## config.mk

```make
export PLATFORM = sky130hd
export DESIGN_NAME = i2c_reg_master
export DESIGN_NICKNAME = d
export VERILOG_FILES = /design/src/rtl/i2cm_pkg.sv /design/src/rtl/i2cm_qtr_div.sv /design/src/rtl/i2cm_seq.sv /design/src/rtl/i2cm_regs.sv /design/src/rtl/i2c_reg_master.sv
export SDC_FILE = /design/constraint.sdc
export NUM_CORES = 1
export LEC_CHECK = 0
export BUFFER_PORTS_ARGS = -buffer_cell sky130_fd_sc_hd__buf_2
export CORE_UTILIZATION = 58
export DETAILED_ROUTE_END_ITERATION = 10
export PLACE_DENSITY = 0.86
export SKIP_LAST_GASP = 1
export SLEW_MARGIN = 20
export SYNTH_ARGS = -nofsm -noshare
export SYNTH_HDL_FRONTEND = slang
export SYNTH_SLANG_ARGS = --single-unit
```

## constraint.sdc

```tcl
create_clock -name clk -period 2.8 [get_ports clk]
set_input_delay 0.28 -clock clk [delete_from_list [all_inputs] [get_ports clk]]
set_output_delay 0.28 -clock clk [all_outputs]
set_load 0.02 [all_outputs]
```

## src/rtl/i2cm_pkg.sv

```systemverilog
package i2cm_pkg;

  typedef enum logic [1:0] {
    SQ_IDLE  = 2'd0,
    SQ_START = 2'd1,
    SQ_BIT   = 2'd2,
    SQ_STOP  = 2'd3
  } seq_state_e;

  localparam logic [2:0] A_DEV = 3'd0;
  localparam logic [2:0] A_TX0 = 3'd1;
  localparam logic [2:0] A_TX1 = 3'd2;
  localparam logic [2:0] A_DIV = 3'd3;
  localparam logic [2:0] A_RD0 = 3'd4;
  localparam logic [2:0] A_RD1 = 3'd5;
  localparam logic [2:0] A_CSR = 3'd6;

  localparam int CSR_LEN = 0;
  localparam int CSR_GO  = 1;

  // number of data bytes after the address byte
  function automatic logic [1:0] data_bytes(input logic len);
    return len ? 2'd2 : 2'd1;
  endfunction

  // SCL pulled low in these quarters of each state
  function automatic logic scl_pulled(input seq_state_e st, input logic [1:0] ph);
    case (st)
      SQ_START:        return ph == 2'd3;
      SQ_BIT, SQ_STOP: return ph < 2'd2;
      default:         return 1'b0;
    endcase
  endfunction

  function automatic logic [7:0] csr_pack(input logic len, input logic busy, input logic ake);
    return {5'b0, ake, busy, len};
  endfunction

endpackage

```

## src/rtl/i2cm_qtr_div.sv

```systemverilog
module i2cm_qtr_div #(
  parameter int DIV_W = 8
) (
  input  logic             clk,
  input  logic             rst,
  input  logic             run,
  input  logic [DIV_W-1:0] div,
  output logic             tick
);

  logic [DIV_W-1:0] cnt_q;

  always_ff @(posedge clk) begin
    if (rst || !run)        cnt_q <= '0;
    else if (cnt_q == div)  cnt_q <= '0;
    else                    cnt_q <= cnt_q + 1'b1;
  end

  assign tick = run && (cnt_q == div);

  AST_TICK_SPACED: assert property (@(posedge clk) disable iff (rst)
    (tick && div != '0 && $stable(div)) |=> !tick);

endmodule

```

## src/rtl/i2cm_seq.sv

```systemverilog
module i2cm_seq
  import i2cm_pkg::*;
(
  input  logic       clk,
  input  logic       rst,
  input  logic       tick,
  input  logic       go,
  input  logic       len,
  input  logic [7:0] dev_addr,
  input  logic [7:0] tx0,
  input  logic [7:0] tx1,
  input  logic       sda_in,
  output logic       running,
  output logic       done,
  output logic       nack_evt,
  output logic       rd_we,
  output logic       rd_idx,
  output logic [7:0] rd_data,
  output logic       scl_low,
  output logic       sda_low
);

  seq_state_e st_q;
  logic [1:0] ph_q;
  logic [1:0] byte_q;
  logic [3:0] bit_q;
  logic [7:0] sh_q;
  logic       sda_q;
  logic       nack_q;

  logic rw, is_tx, last, data_phase, drive_bit, byte_end, abort;

  assign rw         = dev_addr[0];
  assign is_tx      = (byte_q == 2'd0) || !rw;
  assign last       = byte_q == data_bytes(len);
  assign data_phase = bit_q < 4'd8;
  assign abort      = is_tx && nack_q;

  always_comb begin
    if (data_phase) drive_bit = is_tx ? ~sh_q[7] : 1'b0;
    else            drive_bit = is_tx ? 1'b0 : !last;
  end

  assign byte_end = tick && st_q == SQ_BIT && ph_q == 2'd3 && !data_phase;
  assign nack_evt = tick && st_q == SQ_BIT && ph_q == 2'd2 && !data_phase && is_tx && sda_in;
  assign done     = tick && st_q == SQ_STOP && ph_q == 2'd3;
  assign rd_we    = byte_end && !is_tx;
  assign rd_idx   = byte_q == 2'd2;
  assign rd_data  = sh_q;
  assign running  = st_q != SQ_IDLE;
  assign scl_low  = scl_pulled(st_q, ph_q);
  assign sda_low  = sda_q;

  always_ff @(posedge clk) begin
    if (rst) begin
      st_q   <= SQ_IDLE;
      ph_q   <= 2'd0;
      byte_q <= 2'd0;
      bit_q  <= 4'd0;
      sh_q   <= 8'd0;
      sda_q  <= 1'b0;
      nack_q <= 1'b0;
    end else if (st_q == SQ_IDLE) begin
      if (go) begin
        st_q   <= SQ_START;
        ph_q   <= 2'd0;
        nack_q <= 1'b0;
      end
    end else if (tick) begin
      ph_q <= ph_q + 2'd1;
      case (st_q)
        SQ_START: begin
          if (ph_q == 2'd1) sda_q <= 1'b1;
          if (ph_q == 2'd3) begin
            st_q   <= SQ_BIT;
            byte_q <= 2'd0;
            bit_q  <= 4'd0;
            sh_q   <= dev_addr;
          end
        end
        SQ_BIT: begin
          if (ph_q == 2'd0) sda_q <= drive_bit;
          if (ph_q == 2'd2) begin
            if (data_phase && !is_tx) sh_q <= {sh_q[6:0], sda_in};
            if (!data_phase && is_tx && sda_in) nack_q <= 1'b1;
          end
          if (ph_q == 2'd3) begin
            if (data_phase) begin
              bit_q <= bit_q + 4'd1;
              if (is_tx) sh_q <= {sh_q[6:0], 1'b0};
            end else if (last || abort) begin
              st_q <= SQ_STOP;
            end else begin
              byte_q <= byte_q + 2'd1;
              bit_q  <= 4'd0;
              sh_q   <= (byte_q == 2'd0) ? tx0 : tx1;
            end
          end
        end
        SQ_STOP: begin
          if (ph_q == 2'd0) sda_q <= 1'b1;
          if (ph_q == 2'd3) begin
            sda_q <= 1'b0;
            st_q  <= SQ_IDLE;
          end
        end
        default: st_q <= SQ_IDLE;
      endcase
    end
  end

  AST_SDA_NOT_WITH_SCL: assert property (@(posedge clk) disable iff (rst)
    !$stable(scl_low) |-> $stable(sda_low));
  AST_SDA_QUIET_SCL_HIGH: assert property (@(posedge clk) disable iff (rst)
    (st_q == SQ_BIT && !$past(scl_low) && !scl_low) |-> $stable(sda_low));
  AST_IDLE_RELEASED: assert property (@(posedge clk) disable iff (rst)
    (st_q == SQ_IDLE) |-> (!scl_low && !sda_low));
  AST_DONE_AFTER_STOP_EDGE: assert property (@(posedge clk) disable iff (rst)
    done |=> (!running && !sda_low && !scl_low));

endmodule

```

## src/rtl/i2cm_regs.sv

```systemverilog
module i2cm_regs
  import i2cm_pkg::*;
#(
  parameter int DIV_W    = 8,
  parameter int DIV_INIT = 3
) (
  input  logic             clk,
  input  logic             rst,
  input  logic             we,
  input  logic [2:0]       addr,
  input  logic [7:0]       wdata,
  output logic [7:0]       rdata,
  output logic             go,
  input  logic             seq_done,
  input  logic             seq_nack,
  input  logic             rd_we,
  input  logic             rd_idx,
  input  logic [7:0]       rd_data,
  output logic [7:0]       dev,
  output logic [7:0]       tx0,
  output logic [7:0]       tx1,
  output logic [DIV_W-1:0] div,
  output logic             len
);

  logic [7:0] rd0_q, rd1_q;
  logic       busy_q, ake_q;
  logic       wr_ok;

  assign wr_ok = we && !busy_q;
  assign go    = wr_ok && addr == A_CSR && wdata[CSR_GO];

  always_ff @(posedge clk) begin
    if (rst) begin
      dev    <= 8'd0;
      tx0    <= 8'd0;
      tx1    <= 8'd0;
      div    <= DIV_W'(DIV_INIT);
      len    <= 1'b0;
      rd0_q  <= 8'd0;
      rd1_q  <= 8'd0;
      busy_q <= 1'b0;
      ake_q  <= 1'b0;
    end else begin
      if (wr_ok) begin
        case (addr)
          A_DEV:   dev <= wdata;
          A_TX0:   tx0 <= wdata;
          A_TX1:   tx1 <= wdata;
          A_DIV:   div <= DIV_W'(wdata);
          A_CSR:   len <= wdata[CSR_LEN];
          default: ;
        endcase
      end
      if (go)            busy_q <= 1'b1;
      else if (seq_done) busy_q <= 1'b0;
      if (go)            ake_q <= 1'b0;
      else if (seq_nack) ake_q <= 1'b1;
      if (rd_we) begin
        if (rd_idx) rd1_q <= rd_data;
        else        rd0_q <= rd_data;
      end
    end
  end

  always_comb begin
    case (addr)
      A_DEV:   rdata = dev;
      A_TX0:   rdata = tx0;
      A_TX1:   rdata = tx1;
      A_DIV:   rdata = 8'(div);
      A_RD0:   rdata = rd0_q;
      A_RD1:   rdata = rd1_q;
      A_CSR:   rdata = csr_pack(len, busy_q, ake_q);
      default: rdata = 8'd0;
    endcase
  end

  AST_BUSY_DROPS_ON_DONE: assert property (@(posedge clk) disable iff (rst)
    seq_done |=> !busy_q);
  AST_ACKERR_CLEARED_AT_GO: assert property (@(posedge clk) disable iff (rst)
    go |=> !ake_q);
  AST_ACKERR_SET_ON_NACK: assert property (@(posedge clk) disable iff (rst)
    seq_nack |=> ake_q);
  AST_DEV_LOCKED_BUSY: assert property (@(posedge clk) disable iff (rst)
    (busy_q && we && addr == A_DEV) |=> $stable(dev));
  AST_RD1_KEPT_ON_FIRST: assert property (@(posedge clk) disable iff (rst)
    (rd_we && !rd_idx) |=> $stable(rd1_q));

endmodule

```

## src/rtl/i2c_reg_master.sv

```systemverilog
module i2c_reg_master #(
  parameter int DIV_W    = 8,
  parameter int DIV_INIT = 3
) (
  input  logic       clk,
  input  logic       rst,
  input  logic       reg_we,
  input  logic [2:0] reg_addr,
  input  logic [7:0] reg_wdata,
  output logic [7:0] reg_rdata,
  input  logic       sda_in,
  output logic       scl_pull,
  output logic       sda_pull
);

  logic             go, seq_done, seq_nack, rd_we, rd_idx, len, running, tick;
  logic [7:0]       rd_data, dev, tx0, tx1;
  logic [DIV_W-1:0] div;

  i2cm_regs #(.DIV_W(DIV_W), .DIV_INIT(DIV_INIT)) u_regs (
    .clk(clk), .rst(rst), .we(reg_we), .addr(reg_addr), .wdata(reg_wdata),
    .rdata(reg_rdata), .go(go), .seq_done(seq_done), .seq_nack(seq_nack),
    .rd_we(rd_we), .rd_idx(rd_idx), .rd_data(rd_data),
    .dev(dev), .tx0(tx0), .tx1(tx1), .div(div), .len(len)
  );

  i2cm_qtr_div #(.DIV_W(DIV_W)) u_div (
    .clk(clk), .rst(rst), .run(running), .div(div), .tick(tick)
  );

  i2cm_seq u_seq (
    .clk(clk), .rst(rst), .tick(tick), .go(go), .len(len), .dev_addr(dev),
    .tx0(tx0), .tx1(tx1), .sda_in(sda_in), .running(running), .done(seq_done),
    .nack_evt(seq_nack), .rd_we(rd_we), .rd_idx(rd_idx), .rd_data(rd_data),
    .scl_low(scl_pull), .sda_low(sda_pull)
  );

endmodule

```

==> flow_summary_export.csv, run 1 <==
group,metric,value,unit
cts,clock_sinks,79,
setup_path,r2r-end,"u_regs.rd0_q[1]$_SDFFE_PP0P_",
cts,cts_buffer_depth,2,
route,wl_per_cell,16.7,um
power_and_ir_drop,clkPwrFrac,44.6,%
timing,final-setup-viol-count,0,
setup_path,r2r_start,"u_seq.byte_q[0]$_SDFFE_PP0P_",
worst_hold_path,min_path_type,"in -> reg",
timing,fin_setup_tns,0,ns
final_layout,syn_to_final_growth,10.4,%
power_and_ir_drop,internal_power,1.78,mW
cts,clk_pin_slew_worst_paths,0.09,ns
power_and_ir_drop,p_per_area,498,nW/um^2
synthesis,synth_top_area_share,37.5,%
die,ios,25,
cts,post_cts_hold_buffer_count,0,
power_and_ir_drop,combPwrFrac,6.0,%
die,die_w,87.3,um
die,design.die.area,7620,um^2
placement,place_congestion,0.938,
timing,timing.final.crit_share,88.7,%
global_route,grt_max_degree,39,
setup_path,regToRegSetupSlack,0.32,ns
power_and_ir_drop,p_leak,1.78,nW
timing,clock_skew,0.0104,ns
die,start_util,61.1,%
worst_hold_path,min_to,"u_regs.tx1[2]$_SDFFE_PP0P_",
synthesis,synthCells,513,
timing,fmax,0.403,GHz
synthesis,synth_edf_count,0,
cts,numCtsBuffers,9,
synthesis,syn_nets,543,
setup_path,ff2ff_path_depth,8,
die,dieHeight,87.3,um
final_layout,fin_nets,559,
cts,cts_tree,"yes",
global_route,grt_usage,29.3,%
setup_path,cp-start-kind,"flop",
synthesis,yosysWarnings,0,
synthesis,yosysSeqAreaShare,37.5,%
die,core_area,6910,um^2
final_layout,antenna_cells,0,
global_route,gr-total-overflow,0,
global_route,grt_pass1_vias,3448,
setup_path,critPathCaptureType,"flop",
flow_run,max_cap_viol_count,0,
cts,cts_setup_buffers,0,
placement,port_buffers,24,
power_and_ir_drop,power_frac_seq,49.4,%
setup_path,cp.arrival,2.70,ns
synthesis,synth_area_leader_cell,"dfxtp_1",
synthesis,synthTopCellsByArea,"dfxtp_1 37%, mux2i_1 10%, nor2_1 6.1%, nand2_1 5.2%, a21oi_1 4.9%",
die,rows,30,
route,antenna_left,0,
power_and_ir_drop,switching_share,23.3,%
synthesis,synthArstFlopShare,0,%
cts,cts.root.buffer_cell,"clkbuf_8",
route,totalWireLength,10500,um
synthesis,ys_types,54,
power_and_ir_drop,ir_worst_vdd,0.437,mV
route,drt_drc_violations_left,0,
final_layout,drive_gt1_share,12.0,%
final_layout,final_common_cell,"dfxtp_1",
route,vias_per_cell,6.12,
timing,layout_setup_ws,0.317,ns
timing,rsz0062_at_grt,"no",
timing,relSlewSlack,54.0,%
route,num_vias,3856,
placement,post-place-ws,0.347,ns
synthesis,netlist_area,4220,um^2
synthesis,synth_area_per_cell,8.22,um^2
route,drtIter0Drc,425,
global_route,grt_pass1_wl,17200,um
worst_hold_path,min_from,"reg_wdata[2]",
setup_path,cp.required,3.01,ns
global_route,antenna_found_initial,0,
final_layout,final_cell_mix,"79 x dfxtp_1, 69 x nor2_1, 58 x nand2_1",
timing,finalCriticalPeriod,2.48,ns
route,first_pass_iters,5,
synthesis,synth_seq_cells,79,
setup_path,critical_path_class,"reg -> reg",
setup_path,crit_fanout,8,
cts,h-tree-depth,3,
synthesis,synth_ff_type,"dfxtp_1",
power_and_ir_drop,switching_power,541,uW
power_and_ir_drop,power.total,2.32,mW
cts,ctsResizeCount,0,
run_status,status,"completed",
timing,drv_slew,0,
placement,dpl.hpwl,7580,um
worst_hold_path,holdPathStages,3,
timing,worstMarginPinSlew,0.689,ns
timing,hold_violations,0,
cts,clock_latency,0.36,ns
-- synth_stat cells (4+ instances only) --
| library cell | count |
|---|---|
| ha_1 | 15 |
| nand2b_1 | 7 |
| mux2_2 | 6 |
| nor3_1 | 5 |
| dfxtp_1 | 79 |
| inv_1 | 12 |
| o22ai_1 | 6 |
| xor2_1 | 4 |
| buf_2 | 4 |
| clkbuf_1 | 21 |
| a21oi_1 | 41 |
| xnor2_1 | 10 |
| o21ai_0 | 17 |
| nor2b_1 | 9 |
| nand2_1 | 58 |
| nand3_1 | 35 |
| o211ai_1 | 9 |
| nand3b_1 | 11 |
| mux2i_1 | 43 |
| nor2_1 | 69 |
| a22oi_1 | 7 |
-- layer usage --
layer	global-route usage (%)	vias up	share of wire, %
li1	-	1825	-
met1	40.4	1808	44
met2	46.5	195	46
met3	3.51	28	7.4
met4	12.1	0	2.4
met5	0	-	0
-- how the worst max path moves through the flow --
stage                                            start                      endpoint  slack, ns  cells after the start
final                     u_seq.byte_q[0]$_SDFFE_PP0P_  u_regs.rd0_q[1]$_SDFFE_PP0P_       0.32                      8
after global routing      u_seq.byte_q[0]$_SDFFE_PP0P_  u_regs.rd0_q[2]$_SDFFE_PP0P_       0.16                      8
after CTS                 u_seq.byte_q[0]$_SDFFE_PP0P_  u_regs.rd0_q[1]$_SDFFE_PP0P_       0.33                      8
after detailed placement  u_seq.byte_q[0]$_SDFFE_PP0P_  u_regs.rd0_q[1]$_SDFFE_PP0P_       0.35                      8
after global placement    u_seq.byte_q[0]$_SDFFE_PP0P_  u_regs.rd0_q[3]$_SDFFE_PP0P_       0.48                      8
after floorplan           u_seq.byte_q[0]$_SDFFE_PP0P_  u_regs.rd0_q[0]$_SDFFE_PP0P_       0.61                      8
-- stage by stage --
| stage | utilization [%] | hold slack, ns | instances | cell area [um^2] |
|---|---|---|---|---|
| CTS | 67.4 | 0.187 | 630 | 4650 |
| global route | 67.4 | 0.212 | 630 | 4650 |
| floorplan | - | 0.408 | 513 | 4220 |
| finish | 67.4 | 0.189 | 630 | 4650 |
| detailed placement | 63.9 | 0.475 | 614 | 4410 |
| global placement | 63.9 | 0.460 | 614 | 4410 |
-- power by group through the flow --
stage | registers (mW) | clock network, mW | logic, mW
6_report | 1.15 | 1.03 | 0.138
3_5_place_dp | 1.17 | 0 | 0.134
2_1_floorplan | 1.17 | 0 | 0.0908
5_1_grt | 1.15 | 1.08 | 0.150
4_1_cts | 1.14 | 1.04 | 0.136
3_3_place_gp | 1.17 | 0 | 0.131
-- logic make-up after synthesis --
kind of cell | after synthesis | synth area share [%]
simple gates | 215 | 24.6
flops | 79 | 37.5
compound gates | 100 | 14.6
xor+xnor | 14 | 2.91
buf+inv | 40 | 3.68
fa+ha+maj | 15 | 4.45
mux | 50 | 12.3
-- sequential cells by signal, summed over array words and instances, names as in the netlist, 2 cells and up --
register       cells
u_seq.st_q         2
u_regs.tx0         8
u_div.cnt_q        8
u_regs.div         8
u_regs.dev         8
u_seq.byte_q       2
u_seq.ph_q         2
u_regs.rd1_q       8
u_seq.bit_q        4
u_regs.rd0_q       8
u_regs.tx1         8
u_seq.rd_data      8
-- worst max-delay path: stages, from the launching register on --
cell,delay [ns]
dfxtp_1,0.37
inv_1,0.12
ha_1,0.24
and2b_1,0.30
nand2_2,0.08
or4b_4,0.50
nor3_4,0.41
mux2i_1,0.25
nor2_1,0.07
-- final cells by class --
| type | instances | area (um^2) |
|---|---|---|
| multi-input cells | 394 | 2480 |
| fillers | 562 | 2250 |
| flip-flops and latches | 79 | 1580 |
| repair buffers | 32 | 180 |
| clock buffers | 10 | 128 |
| well taps | 96 | 120 |
| clock inverters | 6 | 115 |
| inverters | 13 | 48.8 |
No activity file was read; power rests on OpenSTA's default activity.
==> inputs of run 2 (changes only) <==
==> constraint.sdc (replaced) <==
create_clock -name clk -period 2.8 [get_ports clk]
set_input_delay 0.56 -clock clk [delete_from_list [all_inputs] [get_ports clk]]
set_output_delay 0.56 -clock clk [all_outputs]
set_load 0.02 [all_outputs]
==> run 2 against run 1 <==
  * Register-to-register slack barely moved
  * Clock power fell by 22%
  * Sequential share of layout area rose by 0.27 points
  * Final area shrank 0.78%
  * Via count fell by 1.4%
  * Core utilization decreased by 0.53 points
  * Clock skew is 0.0026 ns lower
  * Clock-buffer cell count increased by 2
  * Critical path depth is 3 lower
  * Largest power group unchanged
==> flow_summary_export.csv, run 2 (synthesis gave the netlist of run 1 again) <==
group,metric,value,unit
power_and_ir_drop,power.total,2.09,mW
setup_path,r2r-end,"u_regs.rd0_q[6]$_SDFFE_PP0P_",
power_and_ir_drop,p_leak,1.76,nW
setup_path,crit_family,"buffers and inverters",
final_layout,final_cell_mix,"79 x dfxtp_1, 69 x nor2_1, 58 x nand2_1",
cts,clock_sinks,79,
setup_path,r2r_start,"u_seq.byte_q[1]$_SDFFE_PP0P_",
setup_path,cp_num_buf_inv,2,
final_layout,fill_cells,584,
timing,holdWs,0.402,ns
setup_path,cp-start-kind,"input port",
placement,port_buffers,24,
placement,dpl.hpwl,7900,um
cts,clk_pin_slew_worst_paths,0.08,ns
timing,final-setup-viol-count,0,
placement,place_congestion,0.971,
cts,cts_setup_buffers,0,
global_route,grt_pass1_vias,3426,
setup_path,critical_path_class,"in -> out",
route,vias_per_cell,6.01,
final_layout,final_common_cell,"dfxtp_1",
run_status,status,"completed",
route,first_pass_iters,5,
timing,timing.final.crit_share,91.2,%
setup_path,cp_slowest_stage_delay,0.42,ns
route,num_vias,3803,
die,ios,25,
global_route,grt_usage,30.0,%
final_layout,fin_nets,562,
timing,hold_violations,0,
setup_path,regToRegSetupSlack,0.31,ns
final_layout,syn_to_final_growth,9.49,%
global_route,grt_pass1_wl,17300,um
die,rows,30,
die,core_area,6910,um^2
setup_path,crit_fanout,23,
cts,numCtsBuffers,9,
placement,post-place-ws,0.305,ns
final_layout,multi_input_comb_area,2480,um^2
worst_hold_path,min_path_type,"in -> reg",
route,drtIter0Drc,293,
final_layout,fin_util,66.9,%
timing,clock_skew,0.00778,ns
route,totalWireLength,10700,um
setup_path,cp.required,2.24,ns
route,drt_drc_violations_left,0,
cts,ctsResizeCount,0,
setup_path,path_common_cell,"buf_2",
timing,finalCriticalPeriod,2.55,ns
final_layout,antenna_cells,0,
power_and_ir_drop,ir_worst_vdd,0.338,mV
cts,cts_tree,"yes",
setup_path,cp_slowest_cell,"buf_2",
global_route,gr-total-overflow,0,
global_route,grt_max_degree,40,
cts,cts.root.buffer_cell,"clkbuf_8",
cts,cts_buffer_depth,2,
die,design.die.area,7620,um^2
cts,clock_latency,0.36,ns
timing,drv_slew,0,
cts,h-tree-depth,3,
global_route,antenna_found_initial,0,
setup_path,ff2ff_path_depth,8,
die,dieHeight,87.3,um
final_layout,seqCellArea,1580,um^2
timing,worstMarginPinSlew,0.628,ns
flow_run,max_cap_viol_count,0,
setup_path,crit_cells,5,
die,start_util,61.1,%
timing,fin_setup_tns,0,ns
timing,fmax,0.392,GHz
final_layout,drive_gt1_share,12.5,%
timing,layout_setup_ws,0.247,ns
cts,post_cts_hold_buffer_count,0,
die,die_w,87.3,um
setup_path,critPathLaunch,"reg_addr[0]",
setup_path,critPathCaptureType,"output pin",
setup_path,crit_chain,"buf_2 > nor2b_1 > a21oi_1 > o22ai_1 > buf_2",
timing,rsz0062_at_grt,"no",
timing,relSlewSlack,58.1,%
setup_path,endpoint,"reg_rdata[7]",
route,antenna_left,0,
power_and_ir_drop,p_per_area,451,nW/um^2
route,wl_per_cell,16.9,um
setup_path,cp.arrival,1.99,ns
[run 2: how the worst min path moves through the flow]
stage	cells after the start	startpoint	endpoint	slack, ns
after global placement	2	u_seq.byte_q[0]$_SDFFE_PP0P_	u_seq.byte_q[0]$_SDFFE_PP0P_	0.46
after floorplan	1	u_regs.ake_q$_SDFFE_PP0P_	u_regs.ake_q$_SDFFE_PP0P_	0.44
after CTS	2	rst	u_seq.nack_q$_SDFFE_PP0P_	0.39
after detailed placement	2	u_regs.tx0[1]$_SDFFE_PP0P_	u_regs.tx0[1]$_SDFFE_PP0P_	0.46
final	2	rst	u_seq.nack_q$_SDFFE_PP0P_	0.40
after global routing	2	rst	u_seq.nack_q$_SDFFE_PP0P_	0.39
[run 2: where the power goes]
group	internal (mW)	switching, mW
registers	1.13	0.0125
clock network	0.372	0.427
logic	0.0459	0.0945
[run 2: layer usage]
layer | vias up | routed length, um | global-route usage (%) | part of all wire, %
li1 | 1832 | - | - | -
met5 | - | 0 | 0 | 0
met3 | 20 | 699 | 4.83 | 6.5
met1 | 1798 | 5020 | 43.6 | 47
met4 | 0 | 166 | 9.84 | 1.5
met2 | 153 | 4850 | 45.4 | 45
[run 2: layout make-up]
type,count,share of cell area [%]
Clock buffer,12,3.36
Clock inverter,4,0.623
Inverter,13,1.06
Multi-Input combinational cell,394,53.7
Sequential cell,79,34.2
Tap cell,96,2.60
Timing Repair Buffer,35,4.39
[run 2: metrics by stage]
stage	cells	area, um^2
CTS	633	4620
detailed placement	617	4430
global route	633	4620
finish	633	4620
global placement	617	4430
floorplan	513	4220
[run 2: worst reg2reg max path, cell delays in order (launching register included)]
cell     delay, ns
dfxtp_1       0.40
inv_1         0.09
ha_1          0.21
and2b_1       0.32
nand2_2       0.08
or4b_4        0.50
nor3_4        0.46
mux2i_1       0.27
nor2_1        0.06
